[config.mk]
export PLATFORM = sky130hd
export DESIGN_NAME = prog_clock_counter
export DESIGN_NICKNAME = d
export VERILOG_FILES = /design/src/rtl/pclk_pkg.sv /design/src/rtl/pclk_divider.sv /design/src/rtl/pclk_core.sv /design/src/rtl/prog_clock_counter.sv
export SDC_FILE = /design/constraint.sdc
export NUM_CORES = 1
export LEC_CHECK = 0
export BUFFER_PORTS_ARGS = -buffer_cell sky130_fd_sc_hd__clkbuf_2
export CAP_MARGIN = 20
export CORE_UTILIZATION = 45
export DETAILED_ROUTE_END_ITERATION = 8
export GPL_ROUTABILITY_DRIVEN = 0
export PLACE_DENSITY = 0.6
export SLEW_MARGIN = 40
export SYNTH_ARGS = -nofsm -noshare
export SYNTH_HDL_FRONTEND = slang
export SYNTH_HIERARCHICAL = 1
export SYNTH_SLANG_ARGS = --single-unit
[constraint.sdc]
create_clock -name clk_i -period 4.9 [get_ports clk_i]
set_clock_uncertainty 0.05 [all_clocks]
set_input_delay 0.735 -clock clk_i [delete_from_list [all_inputs] [get_ports clk_i]]
set_output_delay 0.735 -clock clk_i [all_outputs]
set_load 0.01 [all_outputs]
[src/rtl/pclk_pkg.sv]
package pclk_pkg;
  localparam int DW = 16;
  localparam int AW = 3;

  localparam int WORD_CSR = 0;
  localparam int WORD_BUF = 1;
  localparam int WORD_CNT = 2;

  localparam int BIT_RUN     = 0;
  localparam int BIT_RATE_LO = 1;
  localparam int BIT_MODE    = 3;
  localparam int BIT_UP      = 4;
  localparam int BIT_STEP    = 5;
  localparam int BIT_IE      = 6;
  localparam int BIT_DONE    = 7;
  localparam int BIT_OVF     = 15;

  localparam int NUM_SRC = 4;

  typedef enum logic [1:0] {
    RATE_FAST = 2'd0,
    RATE_MID  = 2'd1,
    RATE_LINE = 2'd2,
    RATE_EXT  = 2'd3
  } rate_e;
endpackage

[src/rtl/pclk_divider.sv]
module pclk_divider #(
  parameter int unsigned DIV = 4
) (
  input  logic clk_i,
  input  logic rst_ni,
  output logic tick_o
);
  localparam int CW = (DIV > 1) ? $clog2(DIV) : 1;
  localparam logic [CW-1:0] LAST = CW'(DIV - 1);

  logic [CW-1:0] cnt_q;

  assign tick_o = (cnt_q == LAST);

  always_ff @(posedge clk_i or negedge rst_ni) begin
    if (!rst_ni)     cnt_q <= '0;
    else if (tick_o) cnt_q <= '0;
    else             cnt_q <= cnt_q + 1'b1;
  end

  // prescaler phase stays inside its period
  assert_div_in_range_R11: assert property (@(posedge clk_i) disable iff (!rst_ni)
    cnt_q <= LAST);
endmodule

[src/rtl/pclk_core.sv]
module pclk_core
  import pclk_pkg::*;
(
  input  logic          clk_i,
  input  logic          rst_ni,
  input  logic          csr_wr_i,
  input  logic          buf_wr_i,
  input  logic          csr_rd_i,
  input  logic [DW-1:0] wdata_i,
  input  logic          src_tick_i,
  output rate_e         rate_o,
  output logic [DW-1:0] csr_o,
  output logic [DW-1:0] cnt_o,
  output logic          irq_o
);
  logic          run_q, run_d;
  rate_e         rate_q, rate_d;
  logic          rpt_q, rpt_d;
  logic          up_q, up_d;
  logic          ie_q, ie_d;
  logic          done_q, done_d;
  logic          ovf_q, ovf_d;
  logic          irq_q, irq_d;
  logic [DW-1:0] buf_q, buf_d;
  logic [DW-1:0] cnt_q, cnt_d;
  logic          step;

  always_comb begin
    run_d  = run_q;  rate_d = rate_q; rpt_d = rpt_q; up_d = up_q; ie_d = ie_q;
    done_d = done_q; ovf_d  = ovf_q;  irq_d = irq_q;
    buf_d  = buf_q;  cnt_d  = cnt_q;
    step   = 1'b0;
    if (csr_wr_i) begin
      run_d  = wdata_i[BIT_RUN];
      rate_d = rate_e'(wdata_i[BIT_RATE_LO +: 2]);
      rpt_d  = wdata_i[BIT_MODE];
      up_d   = wdata_i[BIT_UP];
      ie_d   = wdata_i[BIT_IE];
      done_d = 1'b0; ovf_d = 1'b0; irq_d = 1'b0;
      step   = !wdata_i[BIT_RUN] && wdata_i[BIT_STEP];
    end else if (buf_wr_i) begin
      buf_d  = wdata_i;
      cnt_d  = wdata_i;
      done_d = 1'b0; ovf_d = 1'b0; irq_d = 1'b0;
    end else begin
      if (csr_rd_i) begin
        done_d = 1'b0; ovf_d = 1'b0; irq_d = 1'b0;
      end
      step = run_q && src_tick_i;
    end
    if (step) begin
      cnt_d = up_d ? cnt_q + 1'b1 : cnt_q - 1'b1;
      if (cnt_d == '0) begin
        if (done_d) ovf_d  = 1'b1;
        else        done_d = 1'b1;
        if (ie_d) irq_d = 1'b1;
        if (rpt_d) cnt_d = buf_d;
        else begin
          buf_d = '0;
          run_d = 1'b0;
        end
      end
    end
  end

  always_ff @(posedge clk_i or negedge rst_ni) begin
    if (!rst_ni) begin
      run_q <= 1'b0; rate_q <= RATE_FAST; rpt_q <= 1'b0; up_q <= 1'b0; ie_q <= 1'b0;
      done_q <= 1'b0; ovf_q <= 1'b0; irq_q <= 1'b0;
      buf_q <= '0; cnt_q <= '0;
    end else begin
      run_q <= run_d; rate_q <= rate_d; rpt_q <= rpt_d; up_q <= up_d; ie_q <= ie_d;
      done_q <= done_d; ovf_q <= ovf_d; irq_q <= irq_d;
      buf_q <= buf_d; cnt_q <= cnt_d;
    end
  end

  always_comb begin
    csr_o                   = '0;
    csr_o[BIT_RUN]          = run_q;
    csr_o[BIT_RATE_LO +: 2] = rate_q;
    csr_o[BIT_MODE]         = rpt_q;
    csr_o[BIT_UP]           = up_q;
    csr_o[BIT_IE]           = ie_q;
    csr_o[BIT_DONE]         = done_q;
    csr_o[BIT_OVF]          = ovf_q;
  end

  assign rate_o = rate_q;
  assign cnt_o  = cnt_q;
  assign irq_o  = irq_q;

  // overrun only follows a pending done
  assert_ovf_after_done_R7: assert property (@(posedge clk_i) disable iff (!rst_ni)
    $rose(ovf_q) |-> $past(done_q));

  // plain control write leaves irq low
  assert_csr_wr_drops_irq_R3: assert property (@(posedge clk_i) disable iff (!rst_ni)
    (csr_wr_i && !(wdata_i[BIT_STEP] && !wdata_i[BIT_RUN])) |=> !irq_q);

  // buffer write loads counter and clears flags
  assert_buf_load_R5: assert property (@(posedge clk_i) disable iff (!rst_ni)
    (buf_wr_i && !csr_wr_i) |=> (cnt_q == $past(wdata_i) && !done_q && !ovf_q && !irq_q));

  // a stopped counter does not move without a write
  assert_stopped_hold_R11: assert property (@(posedge clk_i) disable iff (!rst_ni)
    (!run_q && !csr_wr_i && !buf_wr_i) |=> $stable(cnt_q));

  // run falling by itself leaves buffer and counter at zero
  assert_oneshot_clear_R9: assert property (@(posedge clk_i) disable iff (!rst_ni)
    (!run_q && $past(run_q) && !$past(csr_wr_i) && !$past(buf_wr_i)) |-> (buf_q == '0 && cnt_q == '0));
endmodule

[src/rtl/prog_clock_counter.sv]
module prog_clock_counter
  import pclk_pkg::*;
#(
  parameter int unsigned SYS_CLK_HZ = 50_000_000,
  parameter int unsigned LINE_HZ    = 60,
  parameter int unsigned FAST_HZ    = 100_000,
  parameter int unsigned MID_HZ     = 10_000
) (
  input  logic          clk_i,
  input  logic          rst_ni,
  input  logic [AW-1:0] addr_i,
  input  logic          wr_i,
  input  logic          rd_i,
  input  logic [1:0]    be_i,
  input  logic [DW-1:0] wdata_i,
  output logic [DW-1:0] rdata_o,
  input  logic          ext_tick_i,
  output logic          irq_o
);
  localparam int unsigned DIV_FAST = SYS_CLK_HZ / FAST_HZ;
  localparam int unsigned DIV_MID  = SYS_CLK_HZ / MID_HZ;
  localparam int unsigned DIV_LINE = SYS_CLK_HZ / LINE_HZ;

  logic [NUM_SRC-1:0] src_vec;
  logic [1:0]         word;
  logic               acc_ok, wr_full;
  logic               csr_wr, buf_wr, csr_rd;
  rate_e              rate;
  logic [DW-1:0]      csr_val, cnt_val;

  for (genvar g = 0; g < NUM_SRC - 1; g++) begin : g_div
    pclk_divider #(
      .DIV(g == 0 ? DIV_FAST : (g == 1 ? DIV_MID : DIV_LINE))
    ) u_div (
      .clk_i (clk_i),
      .rst_ni(rst_ni),
      .tick_o(src_vec[g])
    );
  end
  assign src_vec[NUM_SRC-1] = ext_tick_i;

  assign word    = addr_i[2:1];
  assign acc_ok  = !addr_i[0];
  assign wr_full = wr_i && acc_ok && (&be_i);
  assign csr_wr  = wr_full && (word == 2'(WORD_CSR));
  assign buf_wr  = wr_full && (word == 2'(WORD_BUF));
  assign csr_rd  = rd_i && acc_ok && (word == 2'(WORD_CSR));

  pclk_core u_core (
    .clk_i     (clk_i),
    .rst_ni    (rst_ni),
    .csr_wr_i  (csr_wr),
    .buf_wr_i  (buf_wr),
    .csr_rd_i  (csr_rd),
    .wdata_i   (wdata_i),
    .src_tick_i(src_vec[rate]),
    .rate_o    (rate),
    .csr_o     (csr_val),
    .cnt_o     (cnt_val),
    .irq_o     (irq_o)
  );

  always_comb begin
    rdata_o = '0;
    if (acc_ok) begin
      if (word == 2'(WORD_CSR))      rdata_o = csr_val;
      else if (word == 2'(WORD_CNT)) rdata_o = cnt_val;
    end
  end

  // partial or odd writes leave the configuration untouched
  assert_partial_wr_ignored_R12: assert property (@(posedge clk_i) disable iff (!rst_ni)
    (wr_i && !wr_full) |=> $stable(csr_val[BIT_IE:BIT_RATE_LO]));

  // step bit and unused bits never read back
  assert_csr_reserved_zero_R2: assert property (@(posedge clk_i) disable iff (!rst_ni)
    (csr_val[BIT_STEP] == 1'b0 && csr_val[14:8] == '0));
endmodule

# Word level (Yosys, flattened, before mapping)
# Cells that the tools add are included.
# classes
add_sub_neg	5
n_lt_le_gt_ge	1
n_eq_ne	6
mux	45
n_reduce_logical	15
# op_table
cell	count
16-bit 2-to-1 mux	14
1-bit 2-to-1 mux	27
20-bit by 1-bit adder with 20-bit output (second input constant)	1
20-bit == test (second input constant)	1
20-bit 2-to-1 mux	1
16-bit by 1-bit adder with 16-bit output (second input constant)	1
16-bit zero test	1
16-bit by 1-bit subtractor with 16-bit output (second input constant)	1
13-bit by 1-bit adder with 13-bit output (second input constant)	1
13-bit == test (second input constant)	1
13-bit 2-to-1 mux	1
9-bit by 1-bit adder with 9-bit output (second input constant)	1
9-bit == test (second input constant)	1
9-bit 2-to-1 mux	1
1-bit logical AND	8
2-bit AND reduction	2
2-bit by 3-bit less-than comparator with 1-bit output (second input constant)	1
1-bit binary-select mux with 2-bit select	1
2-bit by 1-bit == test with 1-bit output (second input constant)	1
2-bit == test (second input constant)	1
1-bit zero test	2
2-bit zero test	1
2-bit by 1-bit != test with 1-bit output (second input constant)	1
2-bit nonzero test	1
# word_totals
regBits	83
input_bits	26
out_inout_bits	17
wordCells	85

# Longest topological paths before layout
# Gate-level depths: netlist of run 1.
# depth
ltp_word	9
ltp_mapped	17

# Modules after synthesis
# The synthesis of run 1 kept the hierarchy.
# by_module_without_submodules
module	n_inst	cells_each	area_per_inst_um2	seq_area_each_um2
pclk_core	1	327	2911.5	1026.0
pclk_divider at g_div[2].u_div	1	98	1027.2	500.5
pclk_divider at g_div[1].u_div	1	54	608.1	325.3
pclk_divider at g_div[0].u_div	1	49	473.0	225.2
prog_clock_counter	1	42	332.8	0.0

# Least setup slack after synthesis of run 1
# No wires, ideal clock.
# synth_path
kind	input to register
startpoint	input port addr_i[2]
endpoint	register u_core.cnt_q[14], in the netlist u_core/cnt_o[14]
setup_time_ns	0.074
arrival_time_ns	5.594
path_slack_ns	-0.818
path_stages	15
n_path_buf	4
path_cell_list	buf_6 -> buf_12 -> nor3_1 -> clkbuf_1 -> mux2i_1 -> ha_1 -> a21oi_2 -> a21oi_1 -> or3_1 -> a2111oi_2 -> or4b_1 -> a2111oi_2 -> or4b_4 -> buf_6 -> o21ai_2
# synth_between
elab_chain_len	7
# synth_rtl
item	line	source
from (decl)	prog_clock_counter.sv:11	input logic [AW-1:0] addr_i,
2-bit zero test *	prog_clock_counter.sv:45	assign csr_wr = wr_full && (word == 2'(WORD_CSR));
1-bit logical AND *	prog_clock_counter.sv:45	
net csr_wr	prog_clock_counter.sv:27	logic csr_wr, buf_wr, csr_rd;
1-bit 2-to-1 mux	pclk_core.sv:33	if (csr_wr_i) begin
16-bit 2-to-1 mux	pclk_core.sv:52	cnt_d = up_d ? cnt_q + 1'b1 : cnt_q - 1'b1;
16-bit zero test or 16-bit 2-to-1 mux (tied branches)	pclk_core.sv:53, pclk_core.sv:57	
16-bit 2-to-1 mux	pclk_core.sv:53	if (cnt_d == '0) begin
16-bit 2-to-1 mux	pclk_core.sv:51	if (step) begin
to (signal assigned)	pclk_core.sv:74	buf_q <= buf_d; cnt_q <= cnt_d;
to (decl)	pclk_core.sv:25	logic [DW-1:0] cnt_q, cnt_d;
# The timed path passes the listed nets; every way through them passes the cells marked *.
# A chain may end at the register's enable or synchronous reset.

# Worst setup path after layout of run 1
# layout_path
startpoint	input port addr_i[0]
endpoint	register u_core.cnt_q[3], in the netlist u_core/cnt_o[3]
# layout_between
elab_chain_len	9
# layout_rtl
item	line	source
1-bit zero test *	prog_clock_counter.sv:43	assign acc_ok = !addr_i[0];
1-bit logical AND * (2 in series)	prog_clock_counter.sv:44	assign wr_full = wr_i && acc_ok && (&be_i);
1-bit logical AND *	prog_clock_counter.sv:45	
net csr_wr	prog_clock_counter.sv:27	
1-bit 2-to-1 mux	pclk_core.sv:33	
16-bit 2-to-1 mux	pclk_core.sv:52	
16-bit zero test or 16-bit 2-to-1 mux (tied branches)	pclk_core.sv:53, pclk_core.sv:57	
16-bit 2-to-1 mux	pclk_core.sv:53	
16-bit 2-to-1 mux	pclk_core.sv:51	
# Marks and branches as above.

==> run metrics, run 1 <==
outcome finished, violations left; violated checks DRC; Arr. time, crit path 4.80 ns; Util after Layout 0.521; hpwl dp 9650 microns; CP max stage delay 0.65 ns; antenna fix cells 0; maximum VDD drop 210 uV; clock slew seen by the registers of the worst setup and hold paths 0.06 ns; Final Hold Fails 0; worst skew pair latency between 0.3 and 0.4 ns; Least-Margin Pin Slew 0.826 ns; Stages on worst setup path 14; share of post-route cells with drive strength above 1 0.182; root buffer cell clkbuf_16; Final Cell Area 6000 sq um; wirelength, routed ~13,000 microns; number of port buffers 42; CP max-delay cell or4b_4; WS Path Type input port to flop; vias in the first global route 4,344; Slew Viols, Final 0; first-pass GRT wire length 21,900 microns; Yosys top cell area share 0.388; RSZ-0062 raised after global routing no; PwrDens just under 500 nW/um^2; CTS Hold Buffers Added 0; reg2reg start u_core/up_q$_DFF_PN0_; Post-route DRC 8; Sequential cell area between 2000 and 2500 sq um; FMAX 217 MHz; Post-DRT Antenna Nets 0; top cells by area, synth dfrtp_1 (39%), ha_1 (5.8%), nand2_1 (5.0%); DIE AREA 12,300 sq um; number of fill cells 1,079; Post-Syn Area ~5400 sq um; CP max FO 13; grt ovf 0; number of enable flip-flop cells after synthesis 0; Hold Path Class input port to async pin; pin count of the biggest net entering global routing 84; Yosys reg bits 83; Synth Warn # 6; TritonCTS Sinks 83; initial antenna violation count 0; Cell Area, Placed 5700 sq um; Crit. Startpoint addr_i[0]; post-synth top area cell dfrtp_1; post-synthesis sequential area ratio 0.388; CP required 5.10 ns; CP endpoint kind flop; top post-synthesis cells by count dfrtp_1 (83), nand2_1 (72), nor2_1 (50); CTS resizes 0; Most Frequent Cell on Critical Path a2111oi_2; Synth Area per Inst 9.39 sq um; Vias 4,341; Ports 43; core outline area ~12,000 sq um; area of the multi-input gates 3050 sq um; H-tree depth 3; Die X-Extent 111 microns; most instantiated library cell after synthesis dfrtp_1; Cell Rows 39; Setup Viol. Count Final 0; Gate Count Post-Synth 570; Tot GR Track Use 0.225; top_reg_cell synth dfrtp_1; Tcrit/Tclk final 0.939; via density per instance 5.72; Layout Nets 664; Area growth, synth to finish 12.0%; Die H 111 microns; P_leak roughly 2.7 nW; Starting Density 0.465; CTS Buf Count 9; Bufs and invs on worst path 2; CP Launch Type input port; R2R depth 11; Post-CTS Setup Repair Bufs 0; Synth cell types 80; WL per Instance 17.3 microns; drt pass-1 iters 7; top cell family by delay on the critical path simple AND/OR/NAND/NOR gates; CP Cell Sequence clkbuf_2 > nand4b_1 > nor3_2 > mux2i_4 > buf_12 > ha_4 > a21oi_2 > a21oi_1 > or3_1 > a2111oi_2 > or4b_1 > a2111oi_2 > or4b_4 > o21ai_0; Tmin final around 4.6 ns; Synth async-reset ratio 1.00; initial drt markers 216; CTS max path bufs 2; MaxCap Viol Count 0; CTS tree built; max_slew headroom 0.449
## final cells by class
| cell class | instances | share of cell area |
|---|---|---|
| well taps | 143 | 0.0298 |
| multi-input cells | 445 | 0.508 |
| clock buffers | 12 | 0.0394 |
| repair buffers | 60 | 0.0611 |
| inverters | 13 | 0.00814 |
| clock inverters | 3 | 0.00668 |
| flip-flops and latches | 83 | 0.346 |
## power breakdown
group | leakage, nW | switching (mW) | internal (mW)
clock | 0.136 | 0.258 | 0.391
combinational | 1.49 | 0.806 | 0.553
sequential | 1.07 | 0.103 | 0.780
total | 2.70 | 1.17 | 1.72
## kinds of logic after synthesis
logic type	after synthesis	synth area share
adder cells (fa/ha/maj)	26	0.0622
buffers and inverters	49	0.0556
AND/OR/NAND/NOR	232	0.233
other	1	0.000701
multiplexers	24	0.0479
AO/OA/AOI/OAI	117	0.151
flip-flops	83	0.388
XOR/XNOR	38	0.0622
## placed cells by master, fill, tap and decap left out, types with 3 or more instances in the layout
cell type	count
clkbuf_2	41
clkbuf_1	3
ha_1	23
nor4_1	5
xor2_1	15
nand2_1	72
o21ai_0	16
nor3_2	3
or4_1	4
nand3b_1	3
nor3_1	8
nand2b_1	3
conb_1	8
and2_1	4
xnor2_1	23
nor3b_1	4
nor4b_1	3
a21o_1	10
nor2_1	49
a21oi_1	44
clkbuf_16	9
inv_1	13
mux2i_1	19
dfrtp_1	83
nor2b_1	5
nand4_1	12
a31oi_1	3
or3_1	8
and3_1	6
nand3_1	19
mux2_2	3
o31ai_1	3
nand4_2	3
buf_4	17
o21ai_2	10
## registers in the layout, summed over array words and instances, names as in the netlist
signal and flops:
u_core/done_q 1, u_core/buf_q 16, u_core/run_q 1, u_core/cnt_o 16
u_core/ovf_q 1, u_core/up_q 1, u_core/rate_o 2, u_core/irq_o 1
g_div.u_div/cnt_q 42, u_core/ie_q 1, u_core/rpt_q 1
## worst paths after layout
kind / slack, ns / endpoint
worst max-delay path: 0.30 / u_core/cnt_o[3]$_DFFE_PN0P_
worst min-delay path: 0.39 / g_div[1].u_div/cnt_q[9]$_DFF_PN0_
worst max register to register: 1.18 / u_core/cnt_o[3]$_DFFE_PN0P_
worst min register to register: 0.41 / g_div[0].u_div/cnt_q[0]$_DFF_PN0_
max in group asynchronous: 3.94 / u_core/cnt_o[6]$_DFFE_PN0P_
min in group clk_i: 0.41 / g_div[0].u_div/cnt_q[0]$_DFF_PN0_
## routing by layer
layer	vias to the layer above	global-route usage	wire (microns)
met1	2127	0.307	6230
met4	0	0.0820	252
li1	2106	-	-
met2	91	0.362	6110
met3	17	0.0350	517
met5	-	0	0
## through the flow
step	setup slack, ns	power, mW	std cells	hold slack [ns]	TNS [ns]
after floorplan	0.0511	1.86	577	0.383	0
after global placement	-0.00472	2.19	743	0.394	-0.00472
after detailed placement	-0.129	2.22	743	0.402	-0.941
after CTS	0.200	2.89	758	0.410	0
after global routing	0.0700	3.09	759	0.439	0
final	0.300	2.89	759	0.389	0
Note: power is estimated with default switching activity, not from simulation.
==> run 2, diff against run 1 <==
Settings changed: MAX_ROUTING_LAYER from default to met4.
==> run metrics, run 2 (same netlist as run 1, synthesis figures left out) <==
CP Launch Type input port; clock slew seen by the registers of the worst setup and hold paths 0.06 ns; final worst slack 0.280 ns; commonest non-fill, non-tap cell in the layout dfrtp_1; CTS tree built; drt pass-1 iters 7; met2 WL 6040 microns; flip-flop count of the largest register after layout 42; CP max stage delay between 0.6 and 0.7 ns; H-tree depth 3; outcome finished, violations left; Cell Rows 39; Die X-Extent approximately 110 microns; Post-DRT Antenna Nets 0; Area growth, synth to finish 12.0%; root buffer cell clkbuf_16; Post-route DRC 8; maximum VDD drop roughly 210 uV; violated checks DRC; CTS Hold Buffers Added 0; number of port buffers 42; core outline area approximately 12,000 sq um; Die H ~110 microns; vias in the first global route around 4.3k; routed wl met3 ~520 microns; RSZ-0062 raised after global routing no; CP max FO 13; DIE AREA 12,300 sq um; TritonCTS Sinks 83; R2R Setup Slk 1.15 ns; Arr. time, crit path around 4.8 ns; Hold Path Class input port to async pin; hpwl dp 9650 microns; top sig layer met4; met1 WL roughly 6300 microns; PwrDens 482 nW/um^2; CP endpoint kind flop; Slew Viols, Final 0; share of post-route cells with drive strength above 1 0.182; largest reg by FF count g_div.u_div/cnt_q; pin count of the biggest net entering global routing 84; Setup Viol. Count Final 0; FMAX 216 MHz; Most Frequent Cell on Critical Path a2111oi_2; Layout Cells excl Fill approximately 760; top cell family by delay on the critical path simple AND/OR/NAND/NOR gates; via density per instance 5.67; WS Path Type input port to flop; Design Power 2.89 mW; MaxCap Viol Count 0; Vias 4,300; Layout Nets about 660; placed insts about 740; post-place setup slack -0.129 ns; most frequent cells in the layout dfrtp_1 (83), nand2_1 (72), nor2_1 (49); P_leak 2.70 nW; worst skew pair latency 0.34 ns; CTS max path bufs 2; antenna fix cells 0; R2R depth 11; Post-CTS Setup Repair Bufs 0; number of fill cells 1,079; initial antenna violation count 0; CP max-delay cell or4b_4; CP Cell Sequence clkbuf_2 > nand4b_1 > nor3_2 > mux2i_4 > buf_12 > ha_4 > a21oi_2 > a21oi_1 > or3_1 > a2111oi_2 > or4b_1 > a2111oi_2 > or4b_4 > o21ai_0; Bufs and invs on worst path 2; Ports between 40 and 50; max_slew headroom 0.440; Least-Margin Pin Slew 0.840 ns; WL per Instance 17.2 microns; initial drt markers 212; CTS Buf Count 9; first-pass GRT wire length 21,900 microns; CP required 5.09 ns; Tcrit/Tclk final 0.943; Stages on worst setup path 14; Tot GR Track Use 0.231; Final Hold Fails 0; CTS resizes 0; Tmin final 4.62 ns; grt ovf 0; wirelength, routed 13,100 microns; Starting Density 0.465
-- run 2: cell counts in the layout (fill, tap and decap cells not counted) --
Identical to the previous run, type by type.
-- run 2: final timing paths --
path / from / to
worst max-delay path: addr_i[0] / u_core/cnt_o[15]$_DFFE_PN0P_
worst min-delay path: rst_ni / g_div[1].u_div/cnt_q[9]$_DFF_PN0_
worst max register to register: u_core/up_q$_DFF_PN0_ / u_core/cnt_o[15]$_DFFE_PN0P_
worst min register to register: g_div[0].u_div/cnt_q[0]$_DFF_PN0_ / g_div[0].u_div/cnt_q[0]$_DFF_PN0_
max in group asynchronous: rst_ni / g_div[2].u_div/cnt_q[2]$_DFF_PN0_
min in group clk_i: g_div[0].u_div/cnt_q[0]$_DFF_PN0_ / g_div[0].u_div/cnt_q[0]$_DFF_PN0_
-- run 2: final cells by class --
type | instances | area [sq um] | area share
Clock buffer | 12 | 236 | 0.0394
Timing Repair Buffer | 60 | 367 | 0.0611
Inverter | 13 | 48.8 | 0.00814
Clock inverter | 3 | 40.0 | 0.00668
Multi-Input combinational cell | 445 | 3050 | 0.508
Tap cell | 143 | 179 | 0.0298
Sequential cell | 83 | 2080 | 0.346
-- run 2: layer usage --
metal,up-vias,global-route usage
met4,0,0.0820
met2,84,0.362
met3,17,0.0317
li1,2105,-
met1,2094,0.309
met5,-,-
-- run 2: metrics by stage --
step / util / instance area, sq um / setup TNS [ns] / hold slack (ns)
finish: 0.521 / 6000 / 0 / 0.382
global route: 0.521 / 6000 / 0 / 0.437
CTS: 0.519 / 5970 / 0 / 0.410
detailed placement: 0.495 / 5700 / -0.941 / 0.402
global placement: 0.494 / 5690 / -0.00472 / 0.394
floorplan: - / 5430 / 0 / 0.383
-- run 2: report_power, final --
group	total, mW	leakage, nW	switching, mW	internal, mW
sequential	0.882	1.07	0.102	0.780
combinational	1.36	1.49	0.807	0.553
clock	0.652	0.136	0.261	0.391
